`config.mk`:
```
export PLATFORM = sky130hd
export DESIGN_NAME = txr_route_ctrl
export DESIGN_NICKNAME = d
export VERILOG_FILES = /design/src/rtl/txr_pkg.sv /design/src/rtl/txr_sync.sv /design/src/rtl/txr_settle_timer.sv /design/src/rtl/txr_route_decode.sv /design/src/rtl/txr_route_ctrl.sv
export SDC_FILE = /design/constraint.sdc
export NUM_CORES = 1
export LEC_CHECK = 0
export BUFFER_PORTS_ARGS = -buffer_cell sky130_fd_sc_hd__buf_2
export CORE_MARGIN = 5
export CORE_UTILIZATION = 55
export DETAILED_ROUTE_END_ITERATION = 7
export PLACE_DENSITY = 0.77
export SYNTH_ARGS = -nofsm -noshare
export SYNTH_HDL_FRONTEND = slang
export SYNTH_SLANG_ARGS = --single-unit
```
`constraint.sdc`:
```
create_clock -name clk_i -period 3.24 [get_ports clk_i]
set_clock_uncertainty 0.05 [all_clocks]
set_input_delay 0.648 -clock clk_i [delete_from_list [all_inputs] [get_ports clk_i]]
set_output_delay 0.648 -clock clk_i [all_outputs]
set_load 0.03 [all_outputs]
```
`src/rtl/txr_pkg.sv`:
```
// Package: shared encodings for the transmit output routing controller.
// Assumes one-hot select lines, one per analog source.
package txr_pkg;
    localparam int unsigned SRC_COUNT = 4;

    // Bit positions of the one-hot select vector.
    localparam int unsigned SRC_MSK   = 0;
    localparam int unsigned SRC_VOICE = 1;
    localparam int unsigned SRC_TEST  = 2;
    localparam int unsigned SRC_GND   = 3;

    typedef logic [SRC_COUNT-1:0] src_sel_t;

    localparam src_sel_t SEL_MSK   = src_sel_t'(1) << SRC_MSK;
    localparam src_sel_t SEL_VOICE = src_sel_t'(1) << SRC_VOICE;
    localparam src_sel_t SEL_TEST  = src_sel_t'(1) << SRC_TEST;
    localparam src_sel_t SEL_GND   = src_sel_t'(1) << SRC_GND;
endpackage

```
`src/rtl/txr_sync.sv`:
```
// Module: multi-stage level synchroniser for a bundle of control bits.
// Assumes inputs are slow levels; each bit is synchronised independently.
module txr_sync #(
    parameter int unsigned WIDTH  = 2,
    parameter int unsigned STAGES = 2
) (
    input  logic             clk_i,
    input  logic             rst_ni,
    input  logic [WIDTH-1:0] async_i,
    output logic [WIDTH-1:0] sync_o
);
    logic [WIDTH-1:0] stage_q [STAGES];

    generate
        for (genvar s = 0; s < STAGES; s++) begin : g_stage
            if (s == 0) begin : g_first
                // First flop: captures the raw asynchronous level.
                always_ff @(posedge clk_i) begin
                    if (!rst_ni) stage_q[0] <= '0;
                    else         stage_q[0] <= async_i;
                end
            end else begin : g_next
                // Later flops: let any metastability resolve.
                always_ff @(posedge clk_i) begin
                    if (!rst_ni) stage_q[s] <= '0;
                    else         stage_q[s] <= stage_q[s-1];
                end
            end
        end
    endgenerate

    assign sync_o = stage_q[STAGES-1];
endmodule

```
`src/rtl/txr_settle_timer.sv`:
```
// Module: settling timer. Mutes the output for HOLD_CYCLES cycles after the
// synchronised filter-enable rises, and clears at once when it falls.
// Assumes filt_s_i is already in the clock domain.
module txr_settle_timer #(
    parameter int unsigned HOLD_CYCLES = 44237,
    localparam int unsigned CNT_W = (HOLD_CYCLES > 1) ? $clog2(HOLD_CYCLES) : 1
) (
    input  logic clk_i,
    input  logic rst_ni,
    input  logic filt_s_i,
    output logic mute_o
);
    localparam logic [CNT_W-1:0] LAST = CNT_W'(HOLD_CYCLES - 1);

    logic [CNT_W-1:0] cnt_q;
    logic             done_q;

    // Counts enabled cycles until the hold is complete; a low level clears it.
    always_ff @(posedge clk_i) begin
        if (!rst_ni || !filt_s_i) begin
            cnt_q  <= '0;
            done_q <= 1'b0;
        end else if (!done_q) begin
            if (cnt_q == LAST) done_q <= 1'b1;
            else               cnt_q  <= cnt_q + 1'b1;
        end
    end

    assign mute_o = filt_s_i && !done_q;

    assert_abort_clears_R8: assert property (@(posedge clk_i) disable iff (!rst_ni)
        !filt_s_i |=> (cnt_q == '0 && !done_q));
    assert_cnt_bound_R7: assert property (@(posedge clk_i) disable iff (!rst_ni)
        cnt_q <= LAST);
    assert_hold_length_R7: assert property (@(posedge clk_i) disable iff (!rst_ni)
        $rose(done_q) |-> $past(cnt_q) == LAST);
endmodule

```
`src/rtl/txr_route_decode.sv`:
```
// Module: combinational decode of the two control levels and the mute flag
// into a one-hot source select and a filter power-down.
// Assumes all inputs are synchronous to the same clock.
module txr_route_decode
    import txr_pkg::*;
(
    input  logic     filt_s_i,
    input  logic     mode_s_i,
    input  logic     mute_i,
    output src_sel_t sel_o,
    output logic     pdn_o
);
    // Picks the output source for the present control state.
    always_comb begin
        pdn_o = !filt_s_i;
        if (!filt_s_i)  sel_o = mode_s_i ? SEL_TEST : SEL_GND;
        else if (mute_i) sel_o = SEL_GND;
        else            sel_o = mode_s_i ? SEL_MSK : SEL_VOICE;
    end
endmodule

```
`src/rtl/txr_route_ctrl.sv`:
```
// Module: top of the transmit output routing controller. Synchronises the
// controls, runs the settling timer, decodes, and registers the outputs.
// Assumes a free-running master clock and a synchronous active-low reset.
module txr_route_ctrl
    import txr_pkg::*;
#(
    parameter int unsigned HOLD_CYCLES = 44237,
    parameter int unsigned SYNC_STAGES = 2
) (
    input  logic       clk_i,
    input  logic       rst_ni,
    input  logic       filt_en_i,
    input  logic       mode_en_i,
    output logic [3:0] src_sel_o,
    output logic       filt_pdn_o
);
    logic [1:0] ctl_s;
    logic       mute;
    src_sel_t   sel_d;
    logic       pdn_d;

    txr_sync #(.WIDTH(2), .STAGES(SYNC_STAGES)) u_sync (
        .clk_i   (clk_i),
        .rst_ni  (rst_ni),
        .async_i ({mode_en_i, filt_en_i}),
        .sync_o  (ctl_s)
    );

    txr_settle_timer #(.HOLD_CYCLES(HOLD_CYCLES)) u_timer (
        .clk_i    (clk_i),
        .rst_ni   (rst_ni),
        .filt_s_i (ctl_s[0]),
        .mute_o   (mute)
    );

    txr_route_decode u_decode (
        .filt_s_i (ctl_s[0]),
        .mode_s_i (ctl_s[1]),
        .mute_i   (mute),
        .sel_o    (sel_d),
        .pdn_o    (pdn_d)
    );

    // Output register: glitch-free drive of the analog switch controls.
    always_ff @(posedge clk_i) begin
        if (!rst_ni) begin
            src_sel_o  <= SEL_GND;
            filt_pdn_o <= 1'b1;
        end else begin
            src_sel_o  <= sel_d;
            filt_pdn_o <= pdn_d;
        end
    end

    assert_onehot_sel_R10: assert property (@(posedge clk_i) disable iff (!rst_ni)
        $onehot(src_sel_o));
    assert_filtered_powered_R6: assert property (@(posedge clk_i) disable iff (!rst_ni)
        (src_sel_o[SRC_MSK] || src_sel_o[SRC_VOICE]) |-> !filt_pdn_o);
    assert_down_routes_R5: assert property (@(posedge clk_i) disable iff (!rst_ni)
        filt_pdn_o |-> (src_sel_o[SRC_TEST] || src_sel_o[SRC_GND]));
    assert_test_powered_down_R4: assert property (@(posedge clk_i) disable iff (!rst_ni)
        src_sel_o[SRC_TEST] |-> filt_pdn_o);
endmodule

```
After elaboration in Yosys (flattened, before gate mapping)
Memory sizes are Yosys's and may differ from the RTL's.
Cells that the tools add are included.
{ "word_totals": {"regBits": 22, "ramBits": 4, "inputBits": 4, "output_inout_bits": 5, "memories": 1} }
{ "memory_table": {"columns": ["memory", "depth", "word_bits", "rd", "rd_clocked_by_memory_dff", "wr", "line", "source"], "rows": [
  ["u_sync.stage_q", 2, 2, 2, 0, 2, "txr_sync.sv:12", "logic [WIDTH-1:0] stage_q [STAGES];"]
]} }
{ "classes": {"addsub": 1, "n_eq_ne": 1, "mux": 10, "bitwise_logic": 4, "reduce_logical": 6} }
{ "ops": {"columns": ["operator", "n"], "rows": [
  ["$add 16x1->16 const B", 1],
  ["$eq 16x16->1 const B", 1],
  ["$mux 4", 3],
  ["$mux 2", 3],
  ["$mux 1", 4],
  ["$logic_not 1->1", 3],
  ["$not 1->1", 2],
  ["$or 1x1->1", 2],
  ["$reduce_and 2->1", 1],
  ["$logic_and 1x1->1", 1],
  ["$logic_or 1x1->1", 1]
]} }

Longest topological paths before layout
{ "logic_depth": {"ltp_word": 4, "depth_mapped": 6} }

Hierarchy
A second synthesis with hierarchy kept.
{ "unflattened": {"hier_cells": 129, "hier_area_um2": 1166.1} }
{ "by_module_without_submodules": {"columns": ["mod", "instances", "cells_each", "area_each_um2", "seq_area_each_um2"], "rows": [
  ["txr_settle_timer", 1, 105, 894.6, 340.3],
  ["txr_route_ctrl", 1, 10, 131.4, 100.1],
  ["txr_sync", 1, 8, 105.1, 80.1],
  ["txr_route_decode", 1, 6, 35.0, 0.0]
]} }

Least setup slack after synthesis
OpenSTA, ideal clock, no wires.
{ "synth_timing": {"kind": "flip-flop to flip-flop", "from": "register u_timer.cnt_q[13]", "to": "register u_timer.cnt_q[14]", "t_arrival_ns": 1.394, "required_time_ns": 3.065, "path_slack_ns": 1.671, "path_stages_with_launch": 5, "path_buffers": 0, "path_cell_list": "dfxtp_1 or3b_4 o41ai_4 or4_1 a21oi_1"} }
{ "synth_via": {"elab_chain_len": 3, "elab_cells_between_ends": 4} }
{ "synth_rtl": {"columns": ["item", "line", "source"], "rows": [
  ["start: declaration", "txr_settle_timer.sv:15", "logic [CNT_W-1:0] cnt_q;"],
  ["start signal: assignment", "txr_settle_timer.sv:25", "else cnt_q <= cnt_q + 1'b1;"],
  ["parallel branches: the longest is 3 deep, another holds $add 16x1->16", null, null]
]} }
Parallel ways; which one is timed is not known.
A chain may end at the register's enable or synchronous reset.

Worst setup path after layout
{ "layout_timing": {"from": "register u_timer.cnt_q[12]", "to": "register u_timer.cnt_q[14]"} }
The elaborated chain is that of the path after synthesis.

==> impl_metrics.json <==
{
  "finalSetupViolations": 0,
  "routed_via_density": 5.72,
  "start_util_pct": 58.5,
  "cts_buffer_depth": 2,
  "dieWidth_um": 55.9,
  "setup-tns-final_ps": 0,
  "syn_inst": 121,
  "seqCellArea_um2": 520,
  "clk_latency_ps": 320,
  "rsz0062_at_grt": "false",
  "slew_headroom_pct": 68.1,
  "antenna_found_initial": 0,
  "clkTransAtPathRegs_ps": 140,
  "totalWireLength_um": 2150,
  "switchingPower_uw": 106,
  "ys_seq_area_share_pct": 44.9,
  "synth_seq_cells": 26,
  "final_cell_mix": "dfxtp_1, nor2_1, a21oi_1, buf_2, nand2_1",
  "core_area_um2": 1980,
  "io_buffer_count": 8,
  "hp-class": "reg2reg",
  "synth_ff_type": "dfxtp_1",
  "drc": 0,
  "synth_area_um2": 1160,
  "cts-root-buf": "clkbuf_4",
  "pwr_density_cell_nw_per_um2": 441,
  "slew_viol_final": 0,
  "ys_async_sr_fraction_pct": 0,
  "grt_first_pass_wirelength_um": 3880,
  "dp_hpwl_um": 1600,
  "syn2layout_area_growth_pct": 9.17,
  "clkSinkCount": 26,
  "nFillCells": 179,
  "leakage_uw": 0.000445,
  "cts_tree": "done",
  "power_frac_seq_pct": 58.2,
  "max_slew.worst_pin.slew_ps": 476,
  "post_dp_cell_area_um2": 1210,
  "finalHoldViolCount": 0,
  "critical_path_required_ps": 3410,
  "total_power_uw": 559,
  "dr_total_vias": 898,
  "min_period_ps": 1750,
  "p_clk_share_pct": 39.8,
  "fin_hold_ws_ps": 377,
  "combPwrFrac_pct": 2.0,
  "final_area_um2": 1270,
  "ioPinCount": 9,
  "maxCapViolCount": 0,
  "cts_resized": 0,
  "max_freq_mhz": 570,
  "firstDrtPassIters": 4,
  "internal-power_uw": 453,
  "postCtsSetupBuffers": 0,
  "place_ws_ps": 1460,
  "r2r_setup_slack_ps": 1490,
  "grt_max_degree": 17,
  "mostFrequentLayoutCell": "dfxtp_1",
  "synth_cell_type_count": 44,
  "dieHeight_um": 55.9,
  "drtIter0Drc": 25,
  "outcome": "completed",
  "crit_fanout": 7,
  "overflow": 0,
  "multi_input_area_um2": 601,
  "fp.dieArea_um2": 3130,
  "end_kind": "flop",
  "gr-usage-all-layers_pct": 15.2,
  "ant_nets": 0,
  "peakVddDrop_v": 0.000335,
  "final_layout_size_suffix_gt1_share_pct": 13.8,
  "gp_congestion": 0.814,
  "htree_levels": 1,
  "rows": 16,
  "yosysWarnings": 0,
  "routedWlPerCell_um": 13.7,
  "cts_hold_buf": 0,
  "crit_arrival_ps": 1920,
  "n_antenna_cell": 0,
  "fin_crit_sh_pct": 54.1,
  "cts_buffers": 3,
  "syn-num-nets": 127,
  "critPathKind": "reg2reg",
  "switching_share_pct": 18.9,
  "cp-start-kind": "flop",
  "first_global_vias": 864,
  "synth_edf_count": 0,
  "final_nets": 137,
  "setup_slack_ps": 1490,
  "syn_area_per_cell_um2": 9.59
}
==> state kept, by name, indices dropped and copies added (netlist names) <==
name            count
filt_pdn_o          1
src_sel_o           4
u_sync.stage_q      4
u_timer.cnt_q      16
u_timer.done_q      1
==> power groups by stage <==
stage	logic (uW)	clock network [uW]	registers [uW]
finish	11.4	222	325
global route	13.3	241	326
CTS	11.6	225	325
detailed placement	11.7	0	332
global placement	10.9	0	332
floorplan	5.87	0	334
==> metrics by stage <==
| stage | std cells | utilization (%) |
|---|---|---|
| 2_1_floorplan | 121 | - |
| 3_3_place_gp | 153 | 61.2 |
| 3_5_place_dp | 153 | 61.2 |
| 4_1_cts | 157 | 63.9 |
| 5_1_grt | 157 | 63.9 |
| 6_report | 157 | 63.9 |
==> kinds of logic after synthesis <==
group | Yosys count | synth area share (%)
AO/OA/AOI/OAI | 21 | 13.6
buffers and inverters | 8 | 3.34
adder cells (fa/ha/maj) | 2 | 2.16
multiplexers | 1 | 0.863
XOR/XNOR | 6 | 4.53
flip-flops | 26 | 44.9
AND/OR/NAND/NOR | 57 | 30.6
==> metal layers <==
layer  track usage (%)  vias up  part of all wire (%)
met4              6.10        0                   1.3
li1                  -      462                     -
met2              25.2       12                    50
met1              19.7      420                    46
met5                 0        -                     0
met3              2.09        4                   2.5
==> path summary, 6_finish.rpt <==
check                                  start                              to  cells past startpoint
min reg2reg  u_sync.stage_q[1][0]$_SDFF_PN0_         src_sel_o[2]$_SDFF_PP0_                      1
min          u_sync.stage_q[1][0]$_SDFF_PN0_         src_sel_o[2]$_SDFF_PP0_                      1
max reg2reg   u_timer.cnt_q[12]$_SDFFE_PP0P_  u_timer.cnt_q[14]$_SDFFE_PP0P_                      4
max           u_timer.cnt_q[12]$_SDFFE_PP0P_  u_timer.cnt_q[14]$_SDFFE_PP0P_                      4
==> layout make-up <==
type | instances | share of cell area, %
repair buffers | 8 | 3.16
well taps | 27 | 2.67
clock buffers | 3 | 1.78
flip-flops and latches | 26 | 41.1
clock inverters | 1 | 2.37
inverters | 5 | 1.48
multi-input cells | 87 | 47.4
==> Yosys cell counts, types with 3 or more instances <==
cell type / n / area [um2]
nand3_1: 3 / 15.0
dfxtp_1: 26 / 521
nand4_1: 6 / 37.5
and2_1: 6 / 37.5
a21oi_1: 8 / 40.0
nand2_1: 7 / 26.3
o31ai_1: 4 / 30.0
xor2_1: 4 / 35.0
inv_1: 4 / 15.0
or4_1: 3 / 22.5
nor2_1: 11 / 41.3
==> worst max-delay path, cell delays in order, from the launching register on <==
cell	delay [ps]
dfxtp_1	400
or3b_4	430
o41ai_4	520
or4_1	180
a21oi_1	60
Power figures use the tool's default switching activity.
